**src/rtl/exti_sel_pkg.sv**
```systemverilog
package exti_sel_pkg;
    localparam int PORT_CNT   = 9;
    localparam int PIN_CNT    = 16;
    localparam int FIELD_W    = 4;
    localparam int DATA_W     = 32;
    localparam int ADDR_W     = 10;
    localparam int FIELDS_PER = 4;
    localparam int SEL_BASE   = 'h08;
    localparam int COMP_OFF   = 'h20;
    localparam int REMAP_OFF  = 'h00;
    localparam int MODE_OFF   = 'h04;

    typedef enum logic [2:0] {
        RID_REMAP,
        RID_MODE,
        RID_SEL,
        RID_COMP,
        RID_NONE
    } reg_id_e;
endpackage

```
**src/rtl/exti_addr_dec.sv**
```systemverilog
module exti_addr_dec
    import exti_sel_pkg::*;
#(
    parameter int AW       = ADDR_W,
    parameter int SEL_REGS = PIN_CNT / FIELDS_PER,
    parameter int IDX_W    = (SEL_REGS > 1) ? $clog2(SEL_REGS) : 1
) (
    input  logic [AW-1:0]    addr,
    output reg_id_e          rid,
    output logic [IDX_W-1:0] sel_idx
);
    localparam logic [AW-1:0] SEL_LO = AW'(SEL_BASE);
    localparam logic [AW-1:0] SEL_HI = AW'(SEL_BASE + 4 * SEL_REGS);

    logic [AW-1:0] off;

    always_comb begin
        off     = addr - SEL_LO;
        rid     = RID_NONE;
        sel_idx = off[IDX_W+1:2];
        if (addr[1:0] == 2'b00) begin
            if (addr == AW'(REMAP_OFF))
                rid = RID_REMAP;
            else if (addr == AW'(MODE_OFF))
                rid = RID_MODE;
            else if (addr == AW'(COMP_OFF))
                rid = RID_COMP;
            else if (addr >= SEL_LO && addr < SEL_HI)
                rid = RID_SEL;
        end
    end
endmodule

```
**src/rtl/exti_cfg_regs.sv**
```systemverilog
module exti_cfg_regs
    import exti_sel_pkg::*;
#(
    parameter int AW       = ADDR_W,
    parameter int DW       = DATA_W,
    parameter int SEL_REGS = PIN_CNT / FIELDS_PER,
    parameter int FW       = FIELD_W,
    localparam int STORE_W = FIELDS_PER * FW,
    localparam int IDX_W   = (SEL_REGS > 1) ? $clog2(SEL_REGS) : 1
) (
    input  logic                        clk,
    input  logic                        rst_n,
    input  logic                        acc_en,
    input  logic                        acc_we,
    input  logic [AW-1:0]               acc_addr,
    input  logic [DW-1:0]               acc_wdata,
    output logic [DW-1:0]               acc_rdata,
    output logic                        acc_err,
    output logic [SEL_REGS*STORE_W-1:0] sel_flat
);
    localparam logic [DW-1:0] CFG_FIXED = '0;

    reg_id_e           rid;
    logic [IDX_W-1:0]  sel_idx;
    logic [STORE_W-1:0] sel_q [SEL_REGS];
    logic [DW-1:0]     comp_q;
    logic [DW-1:0]     rd_val;

    exti_addr_dec #(.AW(AW), .SEL_REGS(SEL_REGS), .IDX_W(IDX_W)) u_dec (
        .addr    (acc_addr),
        .rid     (rid),
        .sel_idx (sel_idx)
    );

    always_comb begin
        unique case (rid)
            RID_REMAP: rd_val = CFG_FIXED;
            RID_MODE:  rd_val = CFG_FIXED;
            RID_SEL:   rd_val = {{(DW-STORE_W){1'b0}}, sel_q[sel_idx]};
            RID_COMP:  rd_val = comp_q;
            default:   rd_val = '0;
        endcase
    end

    always_ff @(posedge clk) begin
        if (!rst_n) begin
            acc_rdata <= '0;
            acc_err   <= 1'b0;
            comp_q    <= '0;
            for (int i = 0; i < SEL_REGS; i++) sel_q[i] <= '0;
        end else begin
            acc_rdata <= (acc_en && !acc_we) ? rd_val : '0;
            acc_err   <= acc_en && (rid == RID_NONE);
            if (acc_en && acc_we) begin
                if (rid == RID_SEL)  sel_q[sel_idx] <= acc_wdata[STORE_W-1:0];
                if (rid == RID_COMP) comp_q <= acc_wdata;
            end
        end
    end

    for (genvar g = 0; g < SEL_REGS; g++) begin : g_flat
        assign sel_flat[g*STORE_W +: STORE_W] = sel_q[g];
    end
endmodule

```
**src/rtl/exti_line_mux.sv**
```systemverilog
module exti_line_mux #(
    parameter int PORTS = 9,
    parameter int FW    = 4
) (
    input  logic [PORTS-1:0] cand,
    input  logic [FW-1:0]    sel,
    output logic             line
);
    always_comb begin
        line = 1'b0;
        for (int k = 0; k < PORTS; k++) begin
            if (sel == FW'(k)) line = cand[k];
        end
    end
endmodule

```
**src/rtl/exti_source_select.sv**
```systemverilog
module exti_source_select
    import exti_sel_pkg::*;
#(
    parameter int PORTS = PORT_CNT,
    parameter int PINS  = PIN_CNT,
    parameter int FW    = FIELD_W,
    parameter int AW    = ADDR_W,
    parameter int DW    = DATA_W,
    localparam int SEL_REGS = PINS / FIELDS_PER,
    localparam int FLAT_W   = SEL_REGS * FIELDS_PER * FW
) (
    input  logic                  clk,
    input  logic                  rst_n,
    input  logic                  bus_en,
    input  logic                  bus_we,
    input  logic [AW-1:0]         bus_addr,
    input  logic [DW-1:0]         bus_wdata,
    output logic [DW-1:0]         bus_rdata,
    output logic                  bus_err,
    input  logic [PORTS*PINS-1:0] port_pins,
    output logic [PINS-1:0]       exti_line
);
    logic [FLAT_W-1:0] sel_flat;

    exti_cfg_regs #(.AW(AW), .DW(DW), .SEL_REGS(SEL_REGS), .FW(FW)) u_regs (
        .clk       (clk),
        .rst_n     (rst_n),
        .acc_en    (bus_en),
        .acc_we    (bus_we),
        .acc_addr  (bus_addr),
        .acc_wdata (bus_wdata),
        .acc_rdata (bus_rdata),
        .acc_err   (bus_err),
        .sel_flat  (sel_flat)
    );

    for (genvar p = 0; p < PINS; p++) begin : g_line
        logic [PORTS-1:0] cand;
        for (genvar k = 0; k < PORTS; k++) begin : g_port
            assign cand[k] = port_pins[k*PINS + p];
        end
        exti_line_mux #(.PORTS(PORTS), .FW(FW)) u_mux (
            .cand (cand),
            .sel  (sel_flat[p*FW +: FW]),
            .line (exti_line[p])
        );
    end
endmodule

```
**config.mk**
```make
export PLATFORM = sky130hd
export DESIGN_NAME = exti_source_select
export DESIGN_NICKNAME = d
export VERILOG_FILES = /design/src/rtl/exti_sel_pkg.sv /design/src/rtl/exti_addr_dec.sv /design/src/rtl/exti_cfg_regs.sv /design/src/rtl/exti_line_mux.sv /design/src/rtl/exti_source_select.sv
export SDC_FILE = /design/constraint.sdc
export NUM_CORES = 1
export LEC_CHECK = 0
export BUFFER_PORTS_ARGS = -buffer_cell sky130_fd_sc_hd__buf_4
export CAP_MARGIN = 15
export CORE_MARGIN = 2
export CORE_UTILIZATION = 50
export DETAILED_ROUTE_END_ITERATION = 10
export GPL_TIMING_DRIVEN = 1
export HOLD_SLACK_MARGIN = 0.03
export PLACE_DENSITY = 0.8
export SYNTH_ARGS = -nofsm -noshare
export SYNTH_HDL_FRONTEND = slang
export SYNTH_SLANG_ARGS = --single-unit
```
**constraint.sdc**
```tcl
create_clock -name clk -period 4.5 [get_ports clk]
set_input_delay 0.225 -clock clk [delete_from_list [all_inputs] [get_ports clk]]
set_output_delay 0.225 -clock clk [all_outputs]
set_load 0.05 [all_outputs]
```
==> run_results.csv, run 1 <==
group,metric,value,unit
grt,antenna_found_initial,0,
die,dieArea,14400,sq um
sta,period_minus_slack,2.63,ns
clock_tree,worstSkewPairLatency,0.41,ns
route,detail-route-antenna-nets,0,
critical_path,worst_ep_required_time,4.53,ns
route,firstDrtPassIters,5,
yosys,synth_flop_cell,"dfxtp_1",
cells_and_area,diodes,0,
hold_path,hold_class,"in -> reg",
critical_path,crit_path_max_fanout,35,
cells_and_area,drive_gt1_share,44.9,%
placed_design,portBuffers,238,
sta,worst_pin_slew,0.913,ns
yosys,synth_xor_area_share,0.131,%
run,cap_violations,0,
yosys,syn_area,6710,sq um
yosys,synthDistinctLibCells,40,
die,die_h,120,um
yosys,syn_nets,771,
clock_tree,cts_tree,"built",
yosys,synth_mux_area_share,23.2,%
cells_and_area,n_fill_cell,949,
cells_and_area,fin_nets,987,
clock_tree,clk_pin_slew,0.06,ns
yosys,synth-simple-area-share,15.2,%
route,post-route-drc-count,0,
sta,setup_violations,0,
clock_tree,clock-sinks,129,
die,fp-row-count,42,
clock_tree,cts_buffers,17,
placed_design,routabilityCongestion,0.810,
sta,fin_setup_tns,0,ns
yosys,synth_top_family_by_area,"multiplexers",
route,viasPerCell,5.56,
critical_path,crit_type,"in -> reg",
power_and_ir_drop,power_density,331,nW/um^2
yosys,synth_adder_area_share,0,%
clock_tree,cts.repair.resized,0,
yosys,syn_inst,581,
die,die_x,120,um
yosys,ys_ff_latch,129,
die,io_pins,239,
die,core,13200,sq um
clock_tree,h-tree-depth,4,
yosys,synth_compound_area_share,6.75,%
grt,grt_usage,25.0,%
clock_tree,cts_root_buffer,"clkbuf_16",
critical_path,end_kind,"flip-flop",
sta,fmax,0.381,GHz
cells_and_area,syn_to_final_growth,35.8,%
route,drtIter0Drc,435,
yosys,avgSynthCellArea,11.5,sq um
sta,max-slew-margin-rel,39.1,%
power_and_ir_drop,vdd.ir_drop.worst,211,uV
critical_path,crit_path_start_kind,"input port",
sta,finClkSkew,0.00674,ns
clock_tree,postCtsSetupRepairBufs,0,
route,wl,17600,um
grt,grt_pass1_vias,5675,
yosys,synth_edf_count,64,
clock_tree,cts_hold_buffers,0,
power_and_ir_drop,power.total,3.01,mW
clock_tree,clockBufferDepth,2,
yosys,yosysWarnings,0,
placed_design,dp_hpwl,13300,um
power_and_ir_drop,leakagePower,3.63,nW
sta,hold_viol_final,0,
grt,gr-total-overflow,0,
grt,grt_pass1_wl,27500,um
die,initial_core_util,50.8,%
yosys,ys_seq_area_share,48.1,%
sta,rsz0062_at_grt,"no",
yosys,ys_async_sr_fraction,0,%
grt,grt_max_degree,72,
sta,finalCritPeriodShare,58.4,%
status,status,"complete, no violations",
route,num_vias,5478,
critical_path,critPathArrivalTime,2.66,ns
route,wl_per_cell,17.9,um
sta,maxSlewViolCount,0,
[worst paths after layout]
| path | startpoint | endpoint | slack, ns | cells past startpoint |
|---|---|---|---|---|
| min reg2reg | u_regs.comp_q[25] | u_regs.comp_q[25] | 0.45 | 2 |
| min | bus_wdata[28] | u_regs.comp_q[28] | 0.07 | 3 |
| max | bus_addr[6] | u_regs.sel_q[1][7] | 1.87 | 4 |
| max reg2reg | u_regs.sel_q[1][4] | u_regs.acc_rdata[4] | 3.14 | 3 |
[routing by layer]
layer / wire (um) / track usage [%] / up-vias
li1: - / - / 2521
met3: 1940 / 8.84 / 40
met5: 0 / 0 / -
met2: 8710 / 42.5 / 315
met1: 6520 / 28.4 / 2602
met4: 478 / 11.2 / 0
[cell type report]
type,count,area (sq um),share of cell area [%]
Clock inverter,8,47.5,0.522
Tap cell,176,220,2.42
Multi-Input combinational cell,359,3070,33.8
Timing Repair Buffer,244,1830,20.1
Inverter,46,173,1.90
Sequential cell,129,3220,35.4
Clock buffer,24,533,5.86
[synth_stat cells, types with 2 or more instances]
cell type	instances	area share [%]
nand2_1	82	4.6
mux2_2	12	2.0
and2_1	16	1.5
a22oi_1	4	0.45
dfxtp_1	65	19
nor4_1	2	0.19
a21bo_2	4	0.60
buf_4	16	1.8
inv_1	46	2.6
a21oi_1	5	0.37
mux4_2	40	13
and3_1	5	0.47
mux2i_1	52	7.8
buf_2	8	0.60
buf_6	3	0.50
or4b_1	2	0.30
nor4b_1	5	0.65
o32ai_2	13	3.2
o21ai_0	2	0.15
or4b_2	12	1.8
nor3_1	4	0.30
o41ai_1	2	0.26
edfxtp_1	64	29
nor2b_1	5	0.47
o32ai_1	3	0.39
clkbuf_1	19	1.1
nor2_1	70	3.9
o41a_1	4	0.67
or4_1	2	0.22
a31oi_1	4	0.37
[per-stage QoR]
stage               utilization, %  cells  setup slack, ns  cell area (sq um)  hold WS [ns]
global route                  69.0    986             1.75               9100        0.0634
detailed placement            64.6    953             1.46               8510         0.443
global placement              64.6    953             1.55               8510         0.436
CTS                           69.0    985             1.88               9090        0.0552
finish                        69.0    986             1.87               9100        0.0659
floorplan                        -    581            0.770               6710         0.356
[worst max-delay path: stages]
cell     delay [ns]
buf_4          0.11
or4_1          0.69
or4_4          0.80
o31ai_4        0.83
[where the power goes]
part | internal, mW | leakage [nW] | switching (mW) | total, mW
Combinational | 0.225 | 2.21 | 0.179 | 0.404
Clock | 0.821 | 0.293 | 0.484 | 1.30
Sequential | 1.26 | 1.13 | 0.0397 | 1.30
Total | 2.31 | 3.63 | 0.703 | 3.01
[registers in the layout, indices dropped and copies added (netlist names)]
name / cells
u_regs.acc_rdata: 32
u_regs.acc_err: 1
u_regs.sel_q: 64
u_regs.comp_q: 32
[cell families after synthesis]
| logic type | Yosys count |
|---|---|
| buf+inv | 93 |
| simple gates | 211 |
| compound gates | 43 |
| xor+xnor | 1 |
| mux | 104 |
| flops | 129 |
[placed cells by master (no fill, tap or decap), types with 5 or more instances in the layout]
cell type / netlist / routed
inv_1: 46 / 46
clkbuf_8: 0 / 6
o32ai_2: 13 / 13
clkinv_2: 0 / 5
mux2i_1: 52 / 52
mux4_2: 40 / 40
nand2_1: 82 / 82
nor2_1: 70 / 70
buf_4: 16 / 244
and2_1: 16 / 16
nor4b_1: 5 / 5
edfxtp_1: 64 / 64
nor2b_1: 5 / 5
and3_1: 5 / 5
dfxtp_1: 65 / 65
or4b_2: 12 / 12
mux2_2: 12 / 12
a21oi_1: 5 / 5
clkbuf_16: 0 / 18
No activity file was read; power rests on OpenSTA's default activity.
==> run 2, diff against run 1 <==
Settings changed: CORE_UTILIZATION 50 to 46, PLACE_DENSITY 0.8 to 0.78.
Clock period 4.5 ns to 2.16 ns, I/O delays scaled along.
==> run_results.csv, run 2 (synthesis results as in run 1) <==
group,metric,value,unit
critical_path,r2r_slack,0.77,ns
critical_path,critPathArrivalTime,2.01,ns
cells_and_area,largest_register,"u_regs.sel_q",
cells_and_area,fin_util,68.6,%
critical_path,worst_ep_required_time,2.05,ns
critical_path,crit_path_start_kind,"flip-flop",
placed_design,dp_hpwl,14600,um
clock_tree,cts_tree,"built",
critical_path,end_kind,"output pin",
die,die_x,125,um
sta,period_minus_slack,2.12,ns
clock_tree,cts_buffers,17,
clock_tree,clock-sinks,129,
sta,finClkSkew,0.00718,ns
cells_and_area,diodes,0,
cells_and_area,layout_common_cells,"273 x buf_4, 82 x nand2_1, 70 x nor2_1, 65 x dfxtp_1, 64 x edfxtp_1",
cells_and_area,n_fill_cell,1058,
hold_path,min_to,"u_regs.acc_err",
grt,grt_max_degree,41,
cells_and_area,stdcell_count,1062,
cells_and_area,reg.largest.list,"u_regs.sel_q (64), u_regs.acc_rdata (32), u_regs.comp_q (32)",
power_and_ir_drop,p_int,5.17,mW
cells_and_area,largest_register_ffs,64,
power_and_ir_drop,leakagePower,3.99,nW
sta,setup_violations,0,
critical_path,crit_type,"reg -> out",
sta,holdWs,0.213,ns
sta,fin_setup_tns,0,ns
grt,gr-total-overflow,0,
cells_and_area,mostFrequentLayoutCell,"buf_4",
hold_path,hold_class,"in -> reg",
clock_tree,clockBufferDepth,2,
clock_tree,clk_pin_slew,0.06,ns
power_and_ir_drop,vdd.ir_drop.worst,410,uV
power_and_ir_drop,p_clk_share,45.6,%
die,io_pins,239,
power_and_ir_drop,power_frac_comb,14.2,%
power_and_ir_drop,swShare,23.4,%
clock_tree,h-tree-depth,4,
sta,max-slew-margin-rel,59.1,%
grt,grt_pass1_wl,31400,um
hold_path,hold_depth,4,
sta,fmax,0.471,GHz
critical_path,reg2reg_depth,4,
cells_and_area,drive_gt1_share,45.4,%
placed_design,routabilityCongestion,0.844,
power_and_ir_drop,switching_power,1.58,mW
critical_path,reg2reg_from,"u_regs.sel_q[1][3]",
cells_and_area,fin_nets,1055,
critical_path,crit_path_max_fanout,4,
grt,grt_pass1_vias,6351,
sta,maxSlewViolCount,0,
placed_design,portBuffers,238,
die,core,14400,sq um
route,wl_per_cell,18.6,um
critical_path,r2r-end,"u_regs.acc_rdata[3]",
clock_tree,worstSkewPairLatency,0.42,ns
power_and_ir_drop,power_density,685,nW/um^2
die,dieArea,15600,sq um
power_and_ir_drop,pwr-share-seq,40.1,%
hold_path,hold_start,"bus_addr[4]",
die,die_h,125,um
status,status,"complete, no violations",
grt,antenna_found_initial,0,
sta,finalCritPeriodShare,98.3,%
route,firstDrtPassIters,5,
clock_tree,cts_root_buffer,"clkbuf_16",
route,drtIter0Drc,375,
placed_design,place_inst,985,
die,fp-row-count,44,
route,num_vias,5802,
sta,worst_pin_slew,0.607,ns
grt,grt_usage,25.6,%
cells_and_area,syn_to_final_growth,47.1,%
sta,hold_viol_final,0,
route,detail-route-antenna-nets,0,
critical_path,crit_start,"u_regs.sel_q[2][0]",
route,viasPerCell,5.46,
route,post-route-drc-count,0,
die,initial_core_util,46.7,%
route,wl,19800,um
run,cap_violations,0,
==> run 2: cell count changes in the layout (fill, tap and decap cells not counted), moves of 3 or more <==
cell,delta
clkinv_2,-4
clkinv_4,+3
dlygate4sd3_1,+33
buf_4,+29
bufinv_16,+3
clkbuf_8,-5
buf_12,+4
==> run 2: worst max-delay path by stage <==
stage                          to  slack, ns  depth (start not counted)
2_1_floorplan  u_regs.sel_q[0][0]      -0.33                          5
3_5_place_dp   u_regs.sel_q[3][3]      -0.13                          5
3_3_place_gp   u_regs.sel_q[3][0]      -0.12                          5
4_1_cts             exti_line[12]      0.003                          3
5_1_grt              exti_line[8]      -0.01                          3
6_report             exti_line[8]       0.04                          3
==> run 2: timing repair <==
action / in CTS / in global routing
buffers inserted: 1 / 11
hold buffers: 33 / 0
pin swaps: 0 / 0
endpoints found under the setup margin: 1 / 9
endpoints found under the hold margin: 33 / 0
resized for setup: 0 / 4
==> run 2: layout make-up <==
cell class | instances | area, sq um | area share, %
tap | 184 | 230 | 2.33
clock buffer | 22 | 497 | 5.04
inverter | 46 | 173 | 1.75
sequential | 129 | 3220 | 32.7
multi-input combinational | 359 | 3110 | 31.5
timing repair buffer | 312 | 2480 | 25.2
clock inverter | 10 | 146 | 1.48
==> run 2: metal layers <==
layer	track usage, %	vias to the layer above	part of all wire, %
li1	-	2650	-
met1	30.0	2838	38
met4	8.99	0	1.9
met5	0	-	0
met3	6.49	37	7.1
met2	45.7	277	53
==> run 2: metrics by stage <==
stage / instance area, sq um / power [mW] / setup WS [ns]
floorplan: 6760 / 3.24 / -0.334
global placement: 8780 / 3.61 / -0.116
detailed placement: 8780 / 3.65 / -0.130
CTS: 9760 / 6.74 / 0.00308
global route: 9860 / 6.94 / -0.0114
finish: 9860 / 6.75 / 0.0372
==> run 2: power by group through the flow <==
stage | sequential [mW] | combinational [mW] | clock, mW
2_1_floorplan | 2.73 | 0.505 | 0
3_3_place_gp | 2.76 | 0.851 | 0
3_5_place_dp | 2.77 | 0.880 | 0
4_1_cts | 2.71 | 0.935 | 3.09
5_1_grt | 2.72 | 1.02 | 3.20
6_report | 2.71 | 0.960 | 3.08
==> run 2: worst max-delay path, stage by stage, from the launching register on <==
cell and delay [ns]:
edfxtp_1 0.46, or4b_2 0.70, a31oi_1 0.21, buf_4 0.23
